$ cat config.mk
export PLATFORM = sky130hd
export DESIGN_NAME = vtg_top
export DESIGN_NICKNAME = d
export VERILOG_FILES = /design/src/rtl/vtg_pkg.sv /design/src/rtl/vtg_mode_reg.sv /design/src/rtl/vtg_axis.sv /design/src/rtl/vtg_preamble.sv /design/src/rtl/vtg_top.sv
export SDC_FILE = /design/constraint.sdc
export NUM_CORES = 1
export LEC_CHECK = 0
export BUFFER_PORTS_ARGS = -buffer_cell sky130_fd_sc_hd__buf_2
export CAP_MARGIN = 20
export CELL_PAD_IN_SITES_DETAIL_PLACEMENT = 0
export CELL_PAD_IN_SITES_GLOBAL_PLACEMENT = 2
export CORE_MARGIN = 1
export CORE_UTILIZATION = 40
export DETAILED_ROUTE_END_ITERATION = 8
export GPL_ROUTABILITY_DRIVEN = 0
export PLACE_DENSITY_LB_ADDON = 0.25
export SKIP_LAST_GASP = 1
export SYNTH_ARGS = -nofsm -noshare
export SYNTH_HDL_FRONTEND = slang
export SYNTH_SLANG_ARGS = --single-unit
$ cat constraint.sdc
create_clock -name clk -period 8.5 [get_ports clk]
set_clock_uncertainty 0.15 [all_clocks]
set_input_delay 0.425 -clock clk [delete_from_list [all_inputs] [get_ports clk]]
set_output_delay 0.425 -clock clk [all_outputs]
set_load 0.03 [all_outputs]
$ cat src/rtl/vtg_pkg.sv
package vtg_pkg;

    parameter int unsigned AXIS_W  = 12;
    parameter int unsigned FRAME_W = 2 * AXIS_W;

    typedef logic [AXIS_W-1:0] axis_len_t;

    typedef enum logic [2:0] {
        MODE_VGA    = 3'd0,
        MODE_SD60   = 3'd1,
        MODE_SD50   = 3'd2,
        MODE_HD720  = 3'd3,
        MODE_HD1080 = 3'd4
    } vtg_mode_e;

    typedef struct packed {
        axis_len_t act;
        axis_len_t fp;
        axis_len_t sync;
        axis_len_t bp;
        logic      pol_hi;
    } axis_tim_t;

    typedef struct packed {
        axis_tim_t h;
        axis_tim_t v;
    } frame_tim_t;

    function automatic axis_tim_t mk_axis(input int unsigned a, input int unsigned f,
                                          input int unsigned s, input int unsigned b,
                                          input logic p);
        axis_tim_t t;
        t.act    = axis_len_t'(a);
        t.fp     = axis_len_t'(f);
        t.sync   = axis_len_t'(s);
        t.bp     = axis_len_t'(b);
        t.pol_hi = p;
        return t;
    endfunction

    function automatic axis_len_t axis_total(input axis_tim_t t);
        return t.act + t.fp + t.sync + t.bp;
    endfunction

    function automatic frame_tim_t vtg_lookup(input logic [2:0] code);
        frame_tim_t r;
        case (vtg_mode_e'(code))
            MODE_SD60: begin
                r.h = mk_axis(720, 16, 62, 60, 1'b0);
                r.v = mk_axis(480, 9, 6, 30, 1'b0);
            end
            MODE_SD50: begin
                r.h = mk_axis(720, 12, 64, 68, 1'b0);
                r.v = mk_axis(576, 5, 5, 39, 1'b0);
            end
            MODE_HD720: begin
                r.h = mk_axis(1280, 110, 40, 220, 1'b1);
                r.v = mk_axis(720, 5, 5, 20, 1'b1);
            end
            MODE_HD1080: begin
                r.h = mk_axis(1920, 88, 44, 148, 1'b1);
                r.v = mk_axis(1080, 4, 5, 36, 1'b1);
            end
            default: begin
                r.h = mk_axis(640, 16, 96, 48, 1'b0);
                r.v = mk_axis(480, 10, 2, 33, 1'b0);
            end
        endcase
        return r;
    endfunction

endpackage

$ cat src/rtl/vtg_mode_reg.sv
module vtg_mode_reg
    import vtg_pkg::*;
(
    input  logic       clk,
    input  logic       rst,
    input  logic [2:0] mode_sel,
    output frame_tim_t tim
);

    always_ff @(posedge clk) begin
        if (rst) begin
            tim <= vtg_lookup(mode_sel);
        end
    end


    mode_hold_chk: assert property (@(posedge clk) disable iff (rst)
        1'b1 |=> $stable(tim));

endmodule

$ cat src/rtl/vtg_axis.sv
module vtg_axis
    import vtg_pkg::*;
(
    input  logic      clk,
    input  logic      rst,
    input  logic      inc,
    input  logic      gate,
    input  axis_tim_t tim,
    output axis_len_t cnt,
    output logic      last,
    output logic      act_on,
    output logic      sync_lvl
);

    axis_len_t total;
    axis_len_t act_lo;
    axis_len_t act_hi;
    logic      sync_on;

    always_comb begin
        total    = axis_total(tim);
        act_lo   = tim.sync + tim.bp;
        act_hi   = act_lo + tim.act;
        last     = (cnt == total - 1'b1);
        sync_on  = (cnt < tim.sync);
        act_on   = (cnt >= act_lo) && (cnt < act_hi);
        sync_lvl = tim.pol_hi ? (gate & sync_on) : ~(gate & sync_on);
    end

    always_ff @(posedge clk) begin
        if (rst) begin
            cnt <= '0;
        end else if (inc) begin
            cnt <= last ? '0 : cnt + 1'b1;
        end
    end


    wrap_chk: assert property (@(posedge clk) disable iff (rst)
        inc && last |=> cnt == '0);


    step_chk: assert property (@(posedge clk) disable iff (rst)
        inc && !last |=> cnt == axis_len_t'($past(cnt) + 1'b1));


    hold_chk: assert property (@(posedge clk) disable iff (rst)
        !inc |=> $stable(cnt));

endmodule

$ cat src/rtl/vtg_preamble.sv
module vtg_preamble
    import vtg_pkg::*;
#(
    parameter int unsigned LEAD = 10,
    parameter int unsigned LEN  = 8
) (
    input  axis_len_t h_cnt,
    input  axis_len_t h_sync,
    input  axis_len_t h_bp,
    output logic      pulse
);

    axis_len_t start;

    always_comb begin
        start = h_sync + h_bp - axis_len_t'(LEAD);
        pulse = (h_cnt >= start) && (h_cnt < start + axis_len_t'(LEN));
    end

endmodule

$ cat src/rtl/vtg_top.sv
module vtg_top
    import vtg_pkg::*;
#(
    parameter int unsigned PRE_LEAD = 10,
    parameter int unsigned PRE_LEN  = 8
) (
    input  logic               clk,
    input  logic               rst,
    input  logic               en,
    input  logic [2:0]         mode_sel,
    output logic               hsync,
    output logic               vsync,
    output logic               de,
    output logic               preamble,
    output logic [AXIS_W-1:0]  h_cnt,
    output logic [AXIS_W-1:0]  v_cnt,
    output logic [FRAME_W-1:0] frame_pixels
);

    frame_tim_t tim;
    logic       gate;
    logic       h_last, v_last;
    logic       h_act, v_act;
    logic       pre_raw;

    assign gate = en & ~rst;

    vtg_mode_reg u_mode (
        .clk      (clk),
        .rst      (rst),
        .mode_sel (mode_sel),
        .tim      (tim)
    );

    vtg_axis u_h (
        .clk      (clk),
        .rst      (rst),
        .inc      (en),
        .gate     (gate),
        .tim      (tim.h),
        .cnt      (h_cnt),
        .last     (h_last),
        .act_on   (h_act),
        .sync_lvl (hsync)
    );

    vtg_axis u_v (
        .clk      (clk),
        .rst      (rst),
        .inc      (en & h_last),
        .gate     (gate),
        .tim      (tim.v),
        .cnt      (v_cnt),
        .last     (v_last),
        .act_on   (v_act),
        .sync_lvl (vsync)
    );

    vtg_preamble #(
        .LEAD (PRE_LEAD),
        .LEN  (PRE_LEN)
    ) u_pre (
        .h_cnt  (h_cnt),
        .h_sync (tim.h.sync),
        .h_bp   (tim.h.bp),
        .pulse  (pre_raw)
    );

    assign de           = gate & h_act & v_act;
    assign preamble     = gate & pre_raw;
    assign frame_pixels = FRAME_W'(axis_total(tim.h)) * FRAME_W'(axis_total(tim.v));


    de_blank_chk: assert property (@(posedge clk) disable iff (rst)
        de |-> (hsync == ~tim.h.pol_hi) && (vsync == ~tim.v.pol_hi));


    pre_gap_chk: assert property (@(posedge clk) disable iff (rst)
        preamble |-> !h_act);


    frame_wrap_chk: assert property (@(posedge clk) disable iff (rst)
        en && h_last && v_last |=> (v_cnt == '0) && (h_cnt == '0));


    frame_const_chk: assert property (@(posedge clk) disable iff (rst)
        1'b1 |=> $stable(frame_pixels));

endmodule

# == Word level (Yosys, flattened, before mapping) ==
# Cells that the tools add are included.
# op_classes
n_reduce_logical,3
magnitude_cmp,8
div,0
multipliers,1
add_sub_neg,16
eq_ne,6
muxes,5
bitwise_logic,10
shifts,0
# op_table
operator,count
case mux 97 bit (4 select lines),1
adder 12 bit,10
less-than comparator 12 bit,5
>= comparator 12 bit,3
"adder 12 x 1 -> 12 bit, second input constant",2
equality test 12 bit,2
multiplier 12 x 12 -> 24 bit,1
2-to-1 mux 12 bit,2
"subtractor 12 x 1 -> 12 bit, second input constant",2
"adder 12 x 4 -> 12 bit, second input constant",1
"subtractor 12 x 4 -> 12 bit, second input constant",1
bitwise AND 1 bit,7
"equality test 3 x 2 -> 1 bit, second input constant",2
"equality test 3 x 1 -> 1 bit, second input constant",1
"equality test 3 bit, second input constant",1
logical AND 1 bit,3
inverter 1 bit,3
2-to-1 mux 1 bit,2
# totals
ramBits,0
mem_bits_ro,0
memories,0
latch_bits,0
in_bits,6
ff_bits,122

# == Depth between registers and ports, before layout ==
# Gate-level depths: netlist of run 1.
# depth
ltp_word,6
ltp_mapped,31

# == Hierarchy ==
# From an unflattened synthesis of run 1, not the netlist that was laid out.
# unflattened
hier_cells,1964
area_unflattened_um2,16812.4
# by_module_without_submodules
mod,instances,area_per_inst_um2,cells_each,seq_area_each_um2
vtg_top,1,6910.4,802,0.0
vtg_axis (u_v),1,3681.0,441,240.2
vtg_axis (u_h),1,3563.4,424,240.2
vtg_mode_reg,1,1387.6,128,630.6
vtg_preamble,1,1270.0,169,0.0

# == Worst setup path after synthesis of run 1 ==
# Ideal clock, no wire load.
# synth_path
path_type,register to output
start,"register, netlist name u_mode.tim[14]"
end,output port frame_pixels[22]
t_arrival_ns,7.493
stages_incl_launch_ff,30
path_buffers,1
path_slack_ns,0.432
cell_sequence,edfxtp_1 inv_1 fa_1 inv_1 ha_1 inv_1 fa_1 nand2b_1 a21o_1 o311ai_0 nor2_1 clkbuf_1 nor2_1 fa_1 fa_1 fa_1 fa_1 inv_1 fa_1 inv_1 ha_1 a21o_1 a21oi_1 nor2b_1 nor2_1 o22ai_1 a211o_1 a31o_2 a21oi_1 xnor2_1
# synth_via
elab_chain_cells,3
# synth_rtl
item,line_no,text
adder 12 bit (2 in series),vtg_pkg.sv:42,return t.act + t.fp + t.sync + t.bp;
multiplier 12 x 12 -> 24 bit,vtg_top.sv:71,assign frame_pixels = FRAME_W'(axis_total(tim.h)) * FRAME_W'(axis_total(tim.v));
to (decl),vtg_top.sv:17,output logic [FRAME_W-1:0] frame_pixels
# No other way between the ends.

# == Worst setup path in the final report of run 1 ==
# layout_path
start,"register, netlist name u_mode.tim[42]"
end,output port frame_pixels[22]
# layout_via
elab_chain_cells,4
# layout_rtl
item,line_no
adder 12 bit (3 in series),vtg_pkg.sv:42
multiplier 12 x 12 -> 24 bit,vtg_top.sv:71
# No other way between the ends.

==> results of run 1 <==
what timing repair did:
item,in CTS,in global routing
buffers inserted,3,8
endpoints found under the setup margin,4,8
resized for setup,3,32
pin swaps,2,10
cell type report:
| type | instances | area, um2 | area share [%] |
|---|---|---|---|
| Tap cell | 330 | 413 | 3.55 |
| Clock inverter | 3 | 48.8 | 0.419 |
| Inverter | 197 | 739 | 6.35 |
| Multi-Input combinational cell | 947 | 8490 | 72.9 |
| Timing Repair Buffer | 110 | 716 | 6.15 |
| Sequential cell | 45 | 1110 | 9.54 |
| Clock buffer | 5 | 125 | 1.07 |
state kept, by name (all words and copies together), names as in the netlist:
| name | flops |
|---|---|
| u_h.cnt | 12 |
| u_mode.tim | 21 |
| u_v.cnt | 12 |
stage by stage:
| step | hold slack [ns] | instance area, um2 | cells | worst slack, ns |
|---|---|---|---|---|
| after floorplan | 0.367 | 10300 | 1226 | 0.432 |
| after global placement | 0.508 | 11200 | 1618 | 0.212 |
| after detailed placement | 0.511 | 11200 | 1618 | 0.202 |
| after CTS | 0.313 | 11400 | 1629 | -0.0356 |
| after global routing | 0.317 | 11600 | 1637 | -0.0310 |
| final | 0.316 | 11600 | 1637 | 0.287 |
worst register-to-register path: stages (launching register included):
cell and delay, ns:
edfxtp_1 0.42, fa_1 0.53, fa_1 0.54, inv_1 0.07
fa_2 0.42, nand2b_4 0.18, a21oi_4 0.25, xor2_4 0.14
buf_4 0.18, or4_1 0.57, o211ai_1 0.18, a31oi_1 0.10
buf_4 0.20, or4b_1 0.73, o31ai_4 0.51, nor2_1 0.11
synth_stat cells (all sizes together) (6+ instances only):
| master | number |
|---|---|
| nor4 | 18 |
| buf | 6 |
| nor2 | 116 |
| nand3 | 22 |
| or4 | 6 |
| edfxtp | 21 |
| a211oi | 9 |
| inv | 197 |
| o31ai | 7 |
| o21a | 17 |
| a21oi | 37 |
| nor3 | 19 |
| ha | 167 |
| nand4 | 17 |
| and3 | 12 |
| dfxtp | 24 |
| and2 | 14 |
| a21o | 19 |
| a31oi | 6 |
| nor2b | 20 |
| xnor2 | 72 |
| nand2b | 32 |
| xor2 | 32 |
| clkbuf | 31 |
| o21bai | 7 |
| nand2 | 96 |
| fa | 105 |
| o21ai | 29 |
cells by family (layout without fill, tap and decap cells):
kind of cell / count (synthesis) / count (layout) / share of synthesized area [%]
AOI/OAI and AO/OA: 172 / 172 / 11.6
adders and majority gates: 272 / 272 / 40.6
other: 1 / 1 / 0.0363
and+or+nand+nor: 396 / 396 / 18.9
xor gates and xnor gates: 106 / 106 / 9.50
buffers and inverters: 234 / 315 / 8.72
DFF: 45 / 45 / 10.7
placed cells by master, fill, tap and decap left out, drive strengths merged, types with 14 or more instances in the layout:
master,synthesis,layout
fa,105,105
nor3,19,19
nor2b,20,20
xnor2,72,72
dfxtp,24,24
nand4,17,17
o21a,17,17
and2,14,14
buf,6,110
edfxtp,21,21
nand3,22,22
ha,167,167
a21o,19,19
nor2,116,116
nand2b,32,32
nand2,96,96
o21ai,29,29
nor4,18,18
a21oi,37,37
xor2,32,32
inv,197,198
how the worst min path moves through the flow:
stage	cells past startpoint	start	end	slack, ns
2_1_floorplan	1	rst	u_h.cnt[1]	0.37
3_3_place_gp	2	u_h.cnt[1]	u_h.cnt[1]	0.51
3_5_place_dp	2	u_h.cnt[1]	u_h.cnt[1]	0.51
4_1_cts	2	mode_sel[1]	u_mode.tim[4]	0.31
5_1_grt	2	mode_sel[1]	u_mode.tim[4]	0.32
6_report	2	mode_sel[1]	u_mode.tim[4]	0.32
routing by layer:
layer,wire length (um),vias to the layer above
met1,13500,4134
met2,12600,142
met4,395,0
met3,786,22
met5,0,-
li1,-,4231
==> impl_metrics.json, run 1 <==
{
  "syn_area_per_cell_um2": 8.43,
  "top_usage_layer": "met2",
  "drtPass1Iterations": 5,
  "cp.depth": 25,
  "root_buffer": "clkbuf_16",
  "cts_sinks": 45,
  "cp-start-kind": "register",
  "clock_path_buffers": 2,
  "cpPeakStageDelay_ns": 0.59,
  "crit_buf_inv": 3,
  "fmax_mhz": 122,
  "ys_seq_elements": 45,
  "core_area_um2": 25300,
  "crit_top_cell": "fa_1",
  "worstReg2RegStart": "u_mode.tim[42]",
  "path_clk_slew_ns": 0.07,
  "rows": 58,
  "grt_usage_pct": 21.3,
  "clk-insertion-delay-late_ns": 0.29,
  "setup_tns_ns": 0,
  "dieArea_um2": 26500,
  "post-route-min-period_ns": 8.21,
  "synthTopCellsByArea": "fa_1 20%, ha_1 20%, inv_1 7.1%, edfxtp_1 6.1%, xnor2_1 6.1%",
  "finalHoldViolations": 0,
  "ys_warn_count": 0,
  "grt-ovfl-total": 0,
  "cts_tree": "done",
  "period_share_pct": 96.6,
  "htreeDepth": 2,
  "gr-usage-met2_pct": 35.2,
  "critPathArrivalTime_ns": 7.64,
  "rr_endpoint": "u_v.cnt[7]",
  "status": "complete, no violations",
  "antenna_left": 0,
  "tightest_slew_ns": 0.745,
  "diodes": 0,
  "met1_usage_pct": 30.7,
  "hold_path.class": "input port to register",
  "netlist_area_um2": 10300,
  "yosysSeqAreaShare_pct": 10.7,
  "drv_cap": 0,
  "synth_edf_count": 21,
  "utilization_pct": 46.1,
  "crit_required_ns": 7.93,
  "antenna_found_initial": 0,
  "drv_slew": 0,
  "crit_family": "adder cells",
  "synthArstFlopShare_pct": 0,
  "cts_hold_buffers": 0,
  "slowest_stage": "fa_1",
  "ys.flop_type": "dfxtp_1",
  "drcViolationCount": 0,
  "grt_pass1_wl_mm": 44.5,
  "endpoint": "frame_pixels[22]",
  "ff2ff_path_depth": 15,
  "wl_mm": 27.3,
  "dp_hpwl_mm": 22.4,
  "synthesis.nets": 1504,
  "fillers": 2591,
  "path_class": "register to primary output",
  "port_buffers": 56,
  "initial_utilization_pct": 40.9,
  "cp-startpoint": "u_mode.tim[42]",
  "yosysTopAreaCell": "fa_1",
  "synth_cells": 1226,
  "via_per_inst": 5.21,
  "endpoint_kind": "primary output",
  "wl_per_cell_um": 16.7,
  "ff2ff_setup_slack_ns": 3.09,
  "use_met3_pct": 1.73,
  "grt_max_degree": 25,
  "synth.distinct_cells": 71,
  "cts_inserted_buffers": 5,
  "slew_headroom_pct": 50.3,
  "vias": 8529,
  "crit_fanout": 5,
  "setup_viol": 0,
  "syn_to_final_growth_pct": 12.6,
  "io_pins": 58,
  "dieWidth_um": 163,
  "drive_gt1_share_pct": 11.9,
  "final_nets": 1584,
  "initialDrtViolationCount": 588,
  "yosysTopAreaCellShare_pct": 20.3,
  "grt_pass1_vias": 8434,
  "die_h_um": 163
}
Power of run 1 is left out: the tool's default activity adds up to more than one toggle a clock period on the data nets, which glitch-free logic cannot reach.
==> run 2, diff against run 1 <==
--- a/config.mk
+++ b/config.mk
@@ -5,16 +5,19 @@
 export SDC_FILE = /design/constraint.sdc
 export NUM_CORES = 1
 export LEC_CHECK = 0
+export ABC_AREA = 1
 export BUFFER_PORTS_ARGS = -buffer_cell sky130_fd_sc_hd__buf_2
 export CAP_MARGIN = 20
 export CELL_PAD_IN_SITES_DETAIL_PLACEMENT = 0
 export CELL_PAD_IN_SITES_GLOBAL_PLACEMENT = 2
 export CORE_MARGIN = 1
-export CORE_UTILIZATION = 40
+export CORE_UTILIZATION = 38
 export DETAILED_ROUTE_END_ITERATION = 8
 export GPL_ROUTABILITY_DRIVEN = 0
 export PLACE_DENSITY_LB_ADDON = 0.25
+export REMOVE_ABC_BUFFERS = 1
 export SKIP_LAST_GASP = 1
 export SYNTH_ARGS = -nofsm -noshare
 export SYNTH_HDL_FRONTEND = slang
+export SYNTH_HIERARCHICAL = 1
 export SYNTH_SLANG_ARGS = --single-unit
==> run 2 against run 1 <==
  * Design area grew 67%
  * Critical endpoint unchanged
  * Clock-buffer cell count is the same
  * Worst setup slack gained 0.31 ns
  * Largest cell class unchanged
==> impl_metrics.json, run 2 <==
{
  "clk-insertion-delay-late_ns": 0.30,
  "synth_cells": 2672,
  "ff2ff_path_depth": 30,
  "path_class": "register to primary output",
  "vias": 15800,
  "endpoint_kind": "primary output",
  "multi_input_area_um2": 14600,
  "grt_pass1_vias": 16300,
  "largest_reg_flops": 21,
  "grt_pass1_wl_mm": 82.9,
  "rsz0062_at_grt": "no",
  "dp_hpwl_mm": 44.1,
  "ff2ff_setup_slack_ns": 2.57,
  "hold_end": "u_h/cnt[1]",
  "drtPass1Iterations": 5,
  "wl_per_cell_um": 15.1,
  "grt_usage_pct": 20.9,
  "finalHoldViolations": 0,
  "cts_inserted_buffers": 5,
  "syn_area_per_cell_um2": 6.95,
  "period_share_pct": 93.0,
  "grt_max_degree": 34,
  "cts_hold_buffers": 0,
  "die_h_um": 223,
  "slowest_stage": "edfxtp_1",
  "wl_mm": 50.3,
  "htreeDepth": 2,
  "cts_resized": 0,
  "post-route-min-period_ns": 7.91,
  "crit_required_ns": 7.93,
  "largest_register": "u_mode/tim",
  "syn_to_final_growth_pct": 4.61,
  "antenna_found_initial": 0,
  "via_per_inst": 4.76,
  "rr_endpoint": "u_v/cnt[11]",
  "final_cell_mix": "637 x inv_1, 630 x nand2_1, 290 x ha_1, 191 x fa_1, 180 x nor2_1",
  "root_buffer": "clkbuf_16",
  "rows": 80,
  "critPathArrivalTime_ns": 7.33,
  "seqCellArea_um2": 1110,
  "clock_path_buffers": 2,
  "fin_ws_ns": 0.593,
  "dp.cells": 3319,
  "fillers": 5102,
  "io_pins": 58,
  "cp-start-kind": "register",
  "crit_top_cell": "nand2_1",
  "grt-ovfl-total": 0,
  "path_clk_slew_ns": 0.07,
  "ys_warn_count": 6,
  "cpPeakStageDelay_ns": 0.61,
  "final_nets": 3198,
  "fin_area_um2": 19400,
  "initialDrtViolationCount": 787,
  "pre_cts_slack_ns": 0.884,
  "dieWidth_um": 223,
  "cts_setup_buffers": 0,
  "worstReg2RegStart": "u_mode/tim[41]",
  "setup_viol": 0,
  "drive_gt1_share_pct": 6.38,
  "antenna_left": 0,
  "cts_tree": "done",
  "drv_cap": 0,
  "core_area_um2": 47900,
  "drcViolationCount": 0,
  "cts_sinks": 45,
  "initial_utilization_pct": 38.7,
  "setup_tns_ns": 0,
  "drv_slew": 0,
  "hold_path.class": "input port to register",
  "worstHoldStart": "en",
  "port_buffers": 56,
  "post_dp_cell_area_um2": 19300,
  "layout_commonest_cell": "inv_1",
  "tightest_slew_ns": 0.864,
  "slew_headroom_pct": 42.4,
  "status": "complete, no violations",
  "crit_fanout": 8,
  "reg.largest.list": "u_mode/tim x21, u_h/cnt x12, u_v/cnt x12",
  "dieArea_um2": 49800,
  "layoutNonFillerInstCount": 3329,
  "whs_path_depth": 3,
  "fmax_mhz": 126,
  "netlist_area_um2": 18600
}
run 2: worst max-delay path by stage:
stage,start,to,slack [ns],depth (start not counted)
2_1_floorplan,u_mode/tim[41],frame_pixels[14],1.21,24
3_3_place_gp,u_mode/tim[53],frame_pixels[22],0.96,29
3_5_place_dp,u_mode/tim[52],frame_pixels[22],0.88,32
4_1_cts,u_mode/tim[52],frame_pixels[22],0.54,32
5_1_grt,u_mode/tim[53],frame_pixels[22],0.14,28
6_report,u_mode/tim[55],frame_pixels[22],0.59,32
run 2: layer usage:
layer  track usage, %  up-vias  share of wire (%)
met5                0        -                  0
met3             1.40       36                2.4
li1                 -     8142                  -
met1             28.9     7439                 50
met4             3.56        0                1.3
met2             36.1      217                 47
run 2: layout make-up:
class,count,share of cell area (%)
sequential,45,5.72
timing repair buffer,65,1.79
clock buffer,5,0.644
multi-input combinational,1937,74.9
inverter,657,12.7
tap,615,3.96
antenna,2,0.0258
clock inverter,3,0.251
run 2: worst max-delay path: cells and delay by family (launching register included):
family / cells / cell delay [ns]
and+or+nand+nor: 13 / 1.33
DFF: 1 / 0.61
buffers and inverters: 9 / 0.82
AOI/OAI and AO/OA: 1 / 0.18
adders and majority gates: 9 / 4.09
run 2: metrics by stage:
step	hold WS [ns]	utilization, %
floorplan	0.344	-
global placement	0.458	40.2
detailed placement	0.474	40.2
CTS	0.341	40.5
global route	0.375	40.5
finish	0.351	40.5
Power of run 2 is left out for the same reason.
==> run 3, diff against run 2 <==
--- a/config.mk
+++ b/config.mk
@@ -14,6 +14,7 @@
 export CORE_UTILIZATION = 38
 export DETAILED_ROUTE_END_ITERATION = 8
 export GPL_ROUTABILITY_DRIVEN = 0
+export GPL_TIMING_DRIVEN = 0
 export PLACE_DENSITY_LB_ADDON = 0.25
 export REMOVE_ABC_BUFFERS = 1
 export SKIP_LAST_GASP = 1
==> run 3 against run 2 <==
  * Non-clock buffer count rose by 11
  * Global-route usage fell by 0.70 points
  * Register-to-register slack gained 0.02 ns
  * Fmax decreased by 2.7%
  * Hold slack about the same
  * Sequential share of layout area hardly changed
  * Highest routed layer unchanged
==> impl_metrics.json, run 3 (same netlist as run 2, synthesis figures left out) <==
{
  "status": "complete, no violations",
  "slowest_stage": "xor2_1",
  "cts_tree": "done",
  "fin_area_um2": 19500,
  "drv_slew": 0,
  "critPathArrivalTime_ns": 7.55,
  "cpPeakStageDelay_ns": 0.66,
  "post_dp_cell_area_um2": 19200,
  "cp-start-kind": "register",
  "final_cell_mix": "637 x inv_1, 630 x nand2_1, 290 x ha_1, 191 x fa_1, 180 x nor2_1",
  "drcViolationCount": 0,
  "grt_usage_pct": 20.2,
  "ff2ff_path_depth": 30,
  "setup_viol": 0,
  "initial_utilization_pct": 38.7,
  "syn_to_final_growth_pct": 5.17,
  "worstHoldStart": "en",
  "antenna_found_initial": 0,
  "crit_top_cell": "fa_1",
  "grt_pass1_wl_mm": 79.8,
  "wl_per_cell_um": 14.6,
  "layout_commonest_cell": "inv_1",
  "root_buffer": "clkbuf_16",
  "drv_cap": 0,
  "io_pins": 58,
  "dieWidth_um": 223,
  "crit_fanout": 7,
  "path_clk_slew_ns": 0.07,
  "grt_max_degree": 34,
  "grt_pass1_vias": 15500,
  "fin_ws_ns": 0.374,
  "largest_reg_flops": 21,
  "reg.largest.list": "u_mode/tim x21, u_h/cnt x12, u_v/cnt x12",
  "path_class": "register to primary output",
  "diodes": 0,
  "fmax_mhz": 123,
  "gr-usage-met2_pct": 34.9,
  "wl_mm": 48.8,
  "cp-startpoint": "u_mode/tim[66]",
  "hold_end": "u_h/cnt[1]",
  "hold_path.class": "input port to register",
  "dp_hpwl_mm": 42.9,
  "dieArea_um2": 49800,
  "initialDrtViolationCount": 674,
  "use_met3_pct": 0.909,
  "rows": 80,
  "clock_path_buffers": 2,
  "vias": 15800,
  "drtPass1Iterations": 5,
  "die_h_um": 223,
  "worstReg2RegStart": "u_mode/tim[55]",
  "via_per_inst": 4.73,
  "rr_endpoint": "u_v/cnt[11]",
  "drive_gt1_share_pct": 6.79,
  "ff2ff_setup_slack_ns": 2.59,
  "pre_cts_slack_ns": 0.196,
  "finalHoldViolations": 0,
  "clk-insertion-delay-late_ns": 0.30,
  "largest_register": "u_mode/tim",
  "cts_hold_buffers": 0,
  "tightest_slew_ns": 0.829,
  "endpoint_kind": "primary output",
  "cts_inserted_buffers": 5,
  "post-route-min-period_ns": 8.13,
  "whs_path_depth": 3,
  "htreeDepth": 2,
  "final_nets": 3209,
  "core_area_um2": 47900,
  "top_usage_layer": "met2",
  "grt-ovfl-total": 0,
  "period_share_pct": 95.6,
  "setup_tns_ns": 0,
  "cts_sinks": 45,
  "rsz0062_at_grt": "no",
  "met1_usage_pct": 28.2,
  "slew_headroom_pct": 44.3,
  "crit_required_ns": 7.93,
  "port_buffers": 56,
  "antenna_left": 0
}
-- run 3: cell type report --
cell class | count | area (um2)
fillers | 5143 | 28400
multi-input cells | 1937 | 14600
inverters | 657 | 2470
flip-flops and latches | 45 | 1110
well taps | 615 | 769
repair buffers | 76 | 450
clock buffers | 5 | 125
clock inverters | 3 | 47.5
-- run 3: metrics by stage --
stage	hold WS (ns)	utilization, %	instances
after floorplan	0.344	-	2639
after global placement	0.460	40.0	3310
after detailed placement	0.465	40.0	3310
after CTS	0.329	40.4	3320
after global routing	0.363	40.7	3338
final	0.351	40.7	3338
-- run 3: critical path: cells and delay by family (launching register included) --
kind | cells | cell delay (ns)
buffers and inverters | 7 | 0.89
flip-flops | 1 | 0.47
AND/OR/NAND/NOR | 11 | 1.31
adder cells (fa/ha/maj) | 9 | 3.90
XOR/XNOR | 1 | 0.66
-- run 3: timing repair --
action                                  4_1_cts  5_1_grt
resized for setup                             1        0
endpoints found under the setup margin        5       13
pin swaps                                     0        0
buffers inserted                              2       17
-- run 3: routing by layer --
metal,routed length (um),share of wire [%]
met4,620,1.3
met1,24200,50
met5,0,0
met3,1120,2.3
met2,22900,47
-- run 3: worst max-delay path by stage --
stage                             to  cells after the start  slack [ns]
finish              frame_pixels[22]                     28        0.37
global route        frame_pixels[22]                     28        0.02
CTS                 frame_pixels[22]                     27        0.01
detailed placement  frame_pixels[22]                     26        0.20
global placement    frame_pixels[22]                     26        0.26
floorplan           frame_pixels[14]                     24        1.21
Power of run 3 is left out for the same reason.
